===== config.mk =====
export PLATFORM = sky130hd
export DESIGN_NAME = pbus_seq
export DESIGN_NICKNAME = d
export VERILOG_FILES = /design/src/rtl/pbus_pkg.sv /design/src/rtl/pbus_dom_decode.sv /design/src/rtl/pbus_timing_regs.sv /design/src/rtl/pbus_phase_ctr.sv /design/src/rtl/pbus_seq.sv
export SDC_FILE = /design/constraint.sdc
export NUM_CORES = 1
export LEC_CHECK = 0
export CORE_MARGIN = 5
export CORE_UTILIZATION = 35
export CTS_CLUSTER_DIAMETER = 150
export DETAILED_ROUTE_END_ITERATION = 10
export DONT_BUFFER_PORTS = 1
export GPL_TIMING_DRIVEN = 0
export SYNTH_ARGS = -nofsm -noshare
export SYNTH_HDL_FRONTEND = slang
export SYNTH_SLANG_ARGS = --single-unit

===== constraint.sdc =====
create_clock -name clk -period 2.6 [get_ports clk]
set_input_delay 0.39 -clock clk [delete_from_list [all_inputs] [get_ports clk]]
set_output_delay 0.39 -clock clk [all_outputs]
set_load 0.01 [all_outputs]

===== src/rtl/pbus_pkg.sv =====
package pbus_pkg;
  localparam int AW   = 32;
  localparam int DW   = 16;
  localparam int TW   = 8;
  localparam int NDOM = 2;
  localparam int DOMW = $clog2(NDOM);

  typedef struct packed {
    logic [TW-1:0] lat;
    logic [TW-1:0] pw;
    logic [TW-1:0] rls;
  } tset_t;

  typedef enum logic [3:0] {
    S_IDLE, S_ERR, S_AH, S_AHL, S_AL, S_ALL, S_LAT, S_LOW, S_REL, S_FIN
  } seq_state_t;

  // address window bounds, inclusive
  localparam logic [AW-1:0] B_LO0 = 32'h0500_0000, B_HI0 = 32'h05FF_FFFF;
  localparam logic [AW-1:0] B_LO1 = 32'h0800_0000, B_HI1 = 32'h0FFF_FFFF;
  localparam logic [AW-1:0] A_LO0 = 32'h0600_0000, A_HI0 = 32'h07FF_FFFF;
  localparam logic [AW-1:0] A_LO1 = 32'h1000_0000, A_HI1 = 32'h1FBF_FFFF;
  localparam logic [AW-1:0] A_LO2 = 32'h1FD0_0000, A_HI2 = 32'h7FFF_FFFF;
endpackage


===== src/rtl/pbus_dom_decode.sv =====
module pbus_dom_decode
  import pbus_pkg::*;
(
  input  logic [AW-1:0]   addr,
  output logic            hit,
  output logic [DOMW-1:0] dom
);
  logic in_b, in_a;

  always_comb begin
    in_b = ((addr >= B_LO0) && (addr <= B_HI0)) ||
           ((addr >= B_LO1) && (addr <= B_HI1));
    in_a = ((addr >= A_LO0) && (addr <= A_HI0)) ||
           ((addr >= A_LO1) && (addr <= A_HI1)) ||
           ((addr >= A_LO2) && (addr <= A_HI2));
    hit  = in_a || in_b;
    dom  = in_b ? DOMW'(1) : DOMW'(0);
  end
endmodule


===== src/rtl/pbus_timing_regs.sv =====
module pbus_timing_regs
  import pbus_pkg::*;
#(
  parameter logic [TW-1:0] DEF_LAT = 8'd2,
  parameter logic [TW-1:0] DEF_PW  = 8'd3,
  parameter logic [TW-1:0] DEF_RLS = 8'd1
) (
  input  logic                   clk,
  input  logic                   rst_n,
  input  logic                   cfg_we,
  input  logic [DOMW+1:0]        cfg_addr,
  input  logic [TW-1:0]          cfg_wdata,
  output tset_t [NDOM-1:0]       tsets
);
  logic [DOMW-1:0] sel_dom;
  logic [1:0]      sel_fld;

  assign sel_dom = cfg_addr[DOMW+1:2];
  assign sel_fld = cfg_addr[1:0];

  for (genvar d = 0; d < NDOM; d++) begin : g_dom
    always_ff @(posedge clk or negedge rst_n) begin
      if (!rst_n) begin
        tsets[d].lat <= DEF_LAT;
        tsets[d].pw  <= DEF_PW;
        tsets[d].rls <= DEF_RLS;
      end else if (cfg_we && (sel_dom == DOMW'(d))) begin
        case (sel_fld)
          2'd0:    tsets[d].lat <= cfg_wdata;
          2'd1:    tsets[d].pw  <= cfg_wdata;
          2'd2:    tsets[d].rls <= cfg_wdata;
          default: ;
        endcase
      end
    end
  end
endmodule


===== src/rtl/pbus_phase_ctr.sv =====
module pbus_phase_ctr #(
  parameter int W = 8
) (
  input  logic         clk,
  input  logic         rst_n,
  input  logic         clr,
  input  logic [W-1:0] limit,
  output logic         hit
);
  logic [W-1:0] cnt_q;

  assign hit = (cnt_q == limit);

  always_ff @(posedge clk or negedge rst_n) begin
    if (!rst_n)      cnt_q <= '0;
    else if (clr)    cnt_q <= '0;
    else if (!hit)   cnt_q <= cnt_q + 1'b1;
  end
endmodule


===== src/rtl/pbus_seq.sv =====
module pbus_seq
  import pbus_pkg::*;
#(
  parameter int            CNT_W   = 8,
  parameter logic [TW-1:0] DEF_LAT = 8'd2,
  parameter logic [TW-1:0] DEF_PW  = 8'd3,
  parameter logic [TW-1:0] DEF_RLS = 8'd1
) (
  input  logic             clk,
  input  logic             rst_n,
  input  logic             req_valid,
  output logic             req_ready,
  input  logic [AW-1:0]    req_addr,
  input  logic             req_write,
  input  logic [CNT_W-1:0] req_count,
  input  logic             wd_valid,
  output logic             wd_ready,
  input  logic [DW-1:0]    wd_data,
  output logic             rd_valid,
  input  logic             rd_ready,
  output logic [DW-1:0]    rd_data,
  output logic             done,
  output logic             done_err,
  input  logic             cfg_we,
  input  logic [DOMW+1:0]  cfg_addr,
  input  logic [TW-1:0]    cfg_wdata,
  output logic [DW-1:0]    bus_ad_out,
  output logic             bus_ad_oe,
  input  logic [DW-1:0]    bus_ad_in,
  output logic             ale_hi_n,
  output logic             ale_lo_n,
  output logic             rd_n,
  output logic             wr_n
);
  seq_state_t       state_q, state_d;
  logic [AW-1:0]    addr_q;
  logic             wr_q;
  logic [CNT_W-1:0] left_q;
  tset_t            tim_q;
  logic [DW-1:0]    wdata_q, rdata_q;
  logic             rvalid_q;

  logic             dec_hit;
  logic [DOMW-1:0]  dec_dom;
  tset_t [NDOM-1:0] tsets;
  logic [TW-1:0]    limit;
  logic             hit, go, accept;

  pbus_dom_decode u_dec (
    .addr (req_addr),
    .hit  (dec_hit),
    .dom  (dec_dom)
  );

  pbus_timing_regs #(
    .DEF_LAT (DEF_LAT),
    .DEF_PW  (DEF_PW),
    .DEF_RLS (DEF_RLS)
  ) u_regs (
    .clk       (clk),
    .rst_n     (rst_n),
    .cfg_we    (cfg_we),
    .cfg_addr  (cfg_addr),
    .cfg_wdata (cfg_wdata),
    .tsets     (tsets)
  );

  always_comb begin
    case (state_q)
      S_LAT:   limit = tim_q.lat;
      S_LOW:   limit = tim_q.pw;
      default: limit = tim_q.rls;
    endcase
  end

  pbus_phase_ctr #(.W(TW)) u_ctr (
    .clk   (clk),
    .rst_n (rst_n),
    .clr   (state_d != state_q),
    .limit (limit),
    .hit   (hit)
  );

  assign req_ready = (state_q == S_IDLE);
  assign accept    = req_ready && req_valid;
  // a word may enter its low phase only when its data side can keep up
  assign go        = wr_q ? wd_valid : (!rvalid_q || rd_ready);
  assign wd_ready  = (state_q == S_LAT) && wr_q && hit;

  always_comb begin
    state_d = state_q;
    case (state_q)
      S_IDLE: if (req_valid) state_d = dec_hit ? S_AH : S_ERR;
      S_ERR:  state_d = S_IDLE;
      S_AH:   state_d = S_AHL;
      S_AHL:  state_d = S_AL;
      S_AL:   state_d = S_ALL;
      S_ALL:  state_d = S_LAT;
      S_LAT:  if (hit && go) state_d = S_LOW;
      S_LOW:  if (hit) state_d = S_REL;
      S_REL:  if (hit) state_d = (left_q == CNT_W'(1)) ? S_FIN : S_LAT;
      S_FIN:  state_d = S_IDLE;
      default: state_d = S_IDLE;
    endcase
  end

  always_ff @(posedge clk or negedge rst_n) begin
    if (!rst_n) begin
      state_q  <= S_IDLE;
      addr_q   <= '0;
      wr_q     <= 1'b0;
      left_q   <= '0;
      tim_q    <= '0;
      wdata_q  <= '0;
      rdata_q  <= '0;
      rvalid_q <= 1'b0;
    end else begin
      state_q <= state_d;
      if (accept && dec_hit) begin
        addr_q <= req_addr;
        wr_q   <= req_write;
        left_q <= req_count;
        tim_q  <= tsets[dec_dom];
      end
      if ((state_q == S_REL) && hit) left_q <= left_q - 1'b1;
      if (wd_ready && wd_valid) wdata_q <= wd_data;
      if ((state_q == S_LOW) && hit && !wr_q) begin
        rdata_q  <= bus_ad_in;
        rvalid_q <= 1'b1;
      end else if (rd_ready) begin
        rvalid_q <= 1'b0;
      end
    end
  end

  always_comb begin
    ale_hi_n   = 1'b1;
    ale_lo_n   = 1'b1;
    rd_n       = 1'b1;
    wr_n       = 1'b1;
    bus_ad_oe  = 1'b0;
    bus_ad_out = '0;
    case (state_q)
      S_AH:  begin bus_ad_oe = 1'b1; bus_ad_out = addr_q[AW-1:DW]; end
      S_AHL: begin bus_ad_oe = 1'b1; bus_ad_out = addr_q[AW-1:DW]; ale_hi_n = 1'b0; end
      S_AL:  begin bus_ad_oe = 1'b1; bus_ad_out = addr_q[DW-1:0];  ale_hi_n = 1'b0; end
      S_ALL: begin
        bus_ad_oe = 1'b1; bus_ad_out = addr_q[DW-1:0];
        ale_hi_n  = 1'b0; ale_lo_n   = 1'b0;
      end
      S_LAT, S_REL: begin ale_hi_n = 1'b0; ale_lo_n = 1'b0; end
      S_LOW: begin
        ale_hi_n = 1'b0;
        ale_lo_n = 1'b0;
        rd_n     = wr_q;
        wr_n     = !wr_q;
        if (wr_q) begin
          bus_ad_oe  = 1'b1;
          bus_ad_out = wdata_q;
        end
      end
      default: ;
    endcase
  end

  assign done     = (state_q == S_FIN) || (state_q == S_ERR);
  assign done_err = (state_q == S_ERR);
  assign rd_valid = rvalid_q;
  assign rd_data  = rdata_q;
endmodule


==> results.sh <==
export IMPL_syn_nets=770
export IMPL_clock_skew_ps=11.0
export IMPL_power_leakage_nw=4.06
export IMPL_syn_area_per_cell_um2=10.9
export IMPL_finalNetCount=807
export IMPL_ios=132
export IMPL_power_density_nw_per_um2=1110
export IMPL_relSlewSlack_pct=8.12
export IMPL_clk_pin_slew_worst_paths_ps=70
export IMPL_hpwl_um=12900
export IMPL_clock_sinks=158
export IMPL_min_period_ps=2650
export IMPL_diodes=0
export IMPL_clk_latency_ps=420
export IMPL_grt_pass1_wl_um=29900
export IMPL_synthCells=677
export IMPL_totalWireLength_um=18700
export IMPL_max_cap_viol_count=0
export IMPL_synth_edf_count=0
export IMPL_cts_tree="yes"
export IMPL_violations="negative hold slack, negative setup slack"
export IMPL_coreArea_um2=20900
export IMPL_hold_ws_ps=-342
export IMPL_timing_fmax_mhz=377
export IMPL_drv_slew=0
export IMPL_drc=0
export IMPL_period_share_pct=102
export IMPL_synth_ff_type="dfrtp_1"
export IMPL_area_growth_pct=17.8
export IMPL_cts_path_max_buffers=2
export IMPL_cp_required_ps=2210
export IMPL_grt_overflow=0
export IMPL_port_buffers=0
export IMPL_final_cell_mix="149 x dfrtp_1, 137 x nand2_1, 64 x mux2_2"
export IMPL_cts_made_buffers=17
export IMPL_drive_above_1_share_pct=26.3
export IMPL_vias_per_cell=5.28
export IMPL_async_flop_share_pct=100
export IMPL_dr_pass1_iters=5
export IMPL_fillerInstances=2041
export IMPL_die_width_um=155
export IMPL_die_y_um=155
export IMPL_met3_usage_pct=4.84
export IMPL_yosysSeqAreaShare_pct=53.8
export IMPL_crit_fanout=6
export IMPL_syn_area_um2=7370
export IMPL_drt_iter0_markers=405
export IMPL_met2_usage_pct=24.5
export IMPL_h_tree_depth=4
export IMPL_ys_types=55
export IMPL_place_congestion=0.798
export IMPL_critical_path_class="reg2out"
export IMPL_arrival_ps=2260
export IMPL_crit_path_start_kind="flip-flop"
export IMPL_mostFrequentLayoutCell="dfrtp_1"
export IMPL_rsz0062_at_grt="yes"
export IMPL_grt_total_usage_pct=15.5
export IMPL_tightest_slew_ps=1380
export IMPL_antenna_found_initial=0
export IMPL_num_rows=53
export IMPL_grt_pass1_vias=5422
export IMPL_vdd_drop_max_mv=0.600
export IMPL_hp_class="in2async"
export IMPL_grt_max_degree=159
export IMPL_initial_core_util_pct=35.3
export IMPL_num_vias=5288
export IMPL_finalSetupViolCount=1
export IMPL_final_core_utilization_pct=41.6
export IMPL_busiest_layer="met2"
export IMPL_route_detailed_wl_per_inst_um=18.7
export IMPL_use_met1_pct=21.2
export IMPL_synth_warnings=0
export IMPL_hold_viol_final=158
export IMPL_cp_end_kind="output pin"
export IMPL_dieArea_um2=24100
export IMPL_ys_ff_latch=158
export IMPL_fin_ws_ps=-52.2
export IMPL_outcome="finished, violations left"
export IMPL_cts_root_buf="clkbuf_16"
export IMPL_power_w=0.00962
export IMPL_antenna_left=0
kinds of logic after synthesis:
family                     after synthesis  share of synthesized area (%)
and+or+nand+nor                        226                           14.2
AOI/OAI and AO/OA                       96                           9.17
adders and majority gates                3                          0.509
DFF                                    158                           53.8
buffers and inverters                   65                           3.67
xor gates and xnor gates                12                           1.43
muxes                                  117                           17.2
power by group:
group	total (W)	switching (W)	leakage, nW	internal (W)
logic	0.00330	0.00179	1.84	0.00151
registers	0.00403	0.000644	1.95	0.00338
clock network	0.00230	0.00104	0.273	0.00126
total	0.00962	0.00347	4.06	0.00615
worst max-delay path: stages (launching register included):
cell and delay [ps]:
dfrtp_1 370, buf_6 150, mux2i_4 190, xnor2_2 150
nor4_4 330, a41o_2 280, nand3_4 110, nor3_4 260
cell type report:
cell class	count	area (um^2)	share of cell area, %
clock buffers	18	439	5.06
flip-flops and latches	158	3970	45.7
well taps	275	344	3.96
multi-input cells	454	3310	38.2
inverters	29	109	1.25
plain buffers	32	221	2.55
repair buffers	22	184	2.12
clock inverters	14	105	1.21
layer usage:
metal  vias to the layer above  routed length, um
li1                       2476                  -
met1                      2623               8560
met2                       174               8620
met3                        15               1380
met4                         0                157
met5                         -                  0
flip-flops by register name, indices dropped and copies added, names as in the netlist, 4 cells and up:
signal / count
state_q: 4
addr_q: 32
tim_q: 24
left_q: 8
rd_data: 16
wdata_q: 16
u_ctr.cnt_q: 8
u_regs.tsets: 48
final timing paths:
check | from | to | slack, ps | cells after the start
worst min-delay path | rst_n | addr_q[10]$_DFFE_PN0P_ | -340 | 0
min in group clk | req_addr[10] | addr_q[10]$_DFFE_PN0P_ | 70 | 2
worst max register to register | state_q[0]$_DFF_PN0_ | rd_data[15]$_DFFE_PN0P_ | 70 | 10
worst min register to register | tim_q[14]$_DFFE_PN0P_ | tim_q[14]$_DFFE_PN0P_ | 480 | 2
max in group asynchronous | rst_n | u_regs.tsets[0]$_DFFE_PN1P_ | 2620 | 0
worst max-delay path | state_q[0]$_DFF_PN0_ | wd_ready | -50 | 7
through the flow:
| stage | setup TNS [ps] | cell area (um^2) | setup WS, ps | hold slack (ps) | std cells |
|---|---|---|---|---|---|
| CTS | -1620 | 8540 | -89.1 | -364 | 995 |
| global route | -645 | 8680 | -142 | -366 | 1002 |
| detailed placement | -51820 | 7710 | -757 | 102 | 952 |
| global placement | -49240 | 7710 | -708 | 102 | 952 |
| finish | -52.2 | 8680 | -52.2 | -342 | 1002 |
| floorplan | 0 | 7370 | 145 | 94.4 | 677 |
repair_timing:
item / 4_1_cts / 5_1_grt
endpoints found under the hold margin: 158 / 158
gates resized for setup: 60 / 24
setup buffers: 12 / 9
cloned: 1 / 0
endpoints found under the setup margin: 128 / 87
pin swaps: 6 / 9
Yosys cell counts, types with 2 or more instances:
| master | count | area (um^2) |
|---|---|---|
| or3_1 | 5 | 31.3 |
| nor3b_1 | 2 | 15.0 |
| a31oi_1 | 4 | 25.0 |
| and3b_1 | 3 | 26.3 |
| nand2_1 | 137 | 514 |
| clkbuf_1 | 27 | 101 |
| nand4_1 | 4 | 25.0 |
| and2_1 | 4 | 25.0 |
| xnor2_1 | 12 | 105 |
| nand2b_1 | 7 | 43.8 |
| a311oi_1 | 2 | 17.5 |
| o211ai_1 | 3 | 22.5 |
| dfstp_2 | 8 | 210 |
| buf_2 | 6 | 30.0 |
| nor3_1 | 7 | 35.0 |
| o31ai_1 | 4 | 30.0 |
| ha_1 | 3 | 37.5 |
| and3_1 | 2 | 12.5 |
| nor2b_1 | 6 | 37.5 |
| inv_1 | 29 | 109 |
| nor4_1 | 3 | 18.8 |
| o21ai_1 | 2 | 10.0 |
| dfrtp_1 | 150 | 3750 |
| mux2_2 | 79 | 890 |
| nor2_1 | 26 | 97.6 |
| or4_1 | 2 | 15.0 |
| a21oi_1 | 10 | 50.1 |
| mux2i_1 | 37 | 370 |
| nand4b_1 | 3 | 26.3 |
| buf_6 | 2 | 22.5 |
| o221ai_1 | 5 | 43.8 |
| a222oi_1 | 17 | 170 |
| nand3_1 | 8 | 40.0 |
| a31o_2 | 5 | 43.8 |
| o21ai_0 | 33 | 165 |
Power figures use the tool's default switching activity.
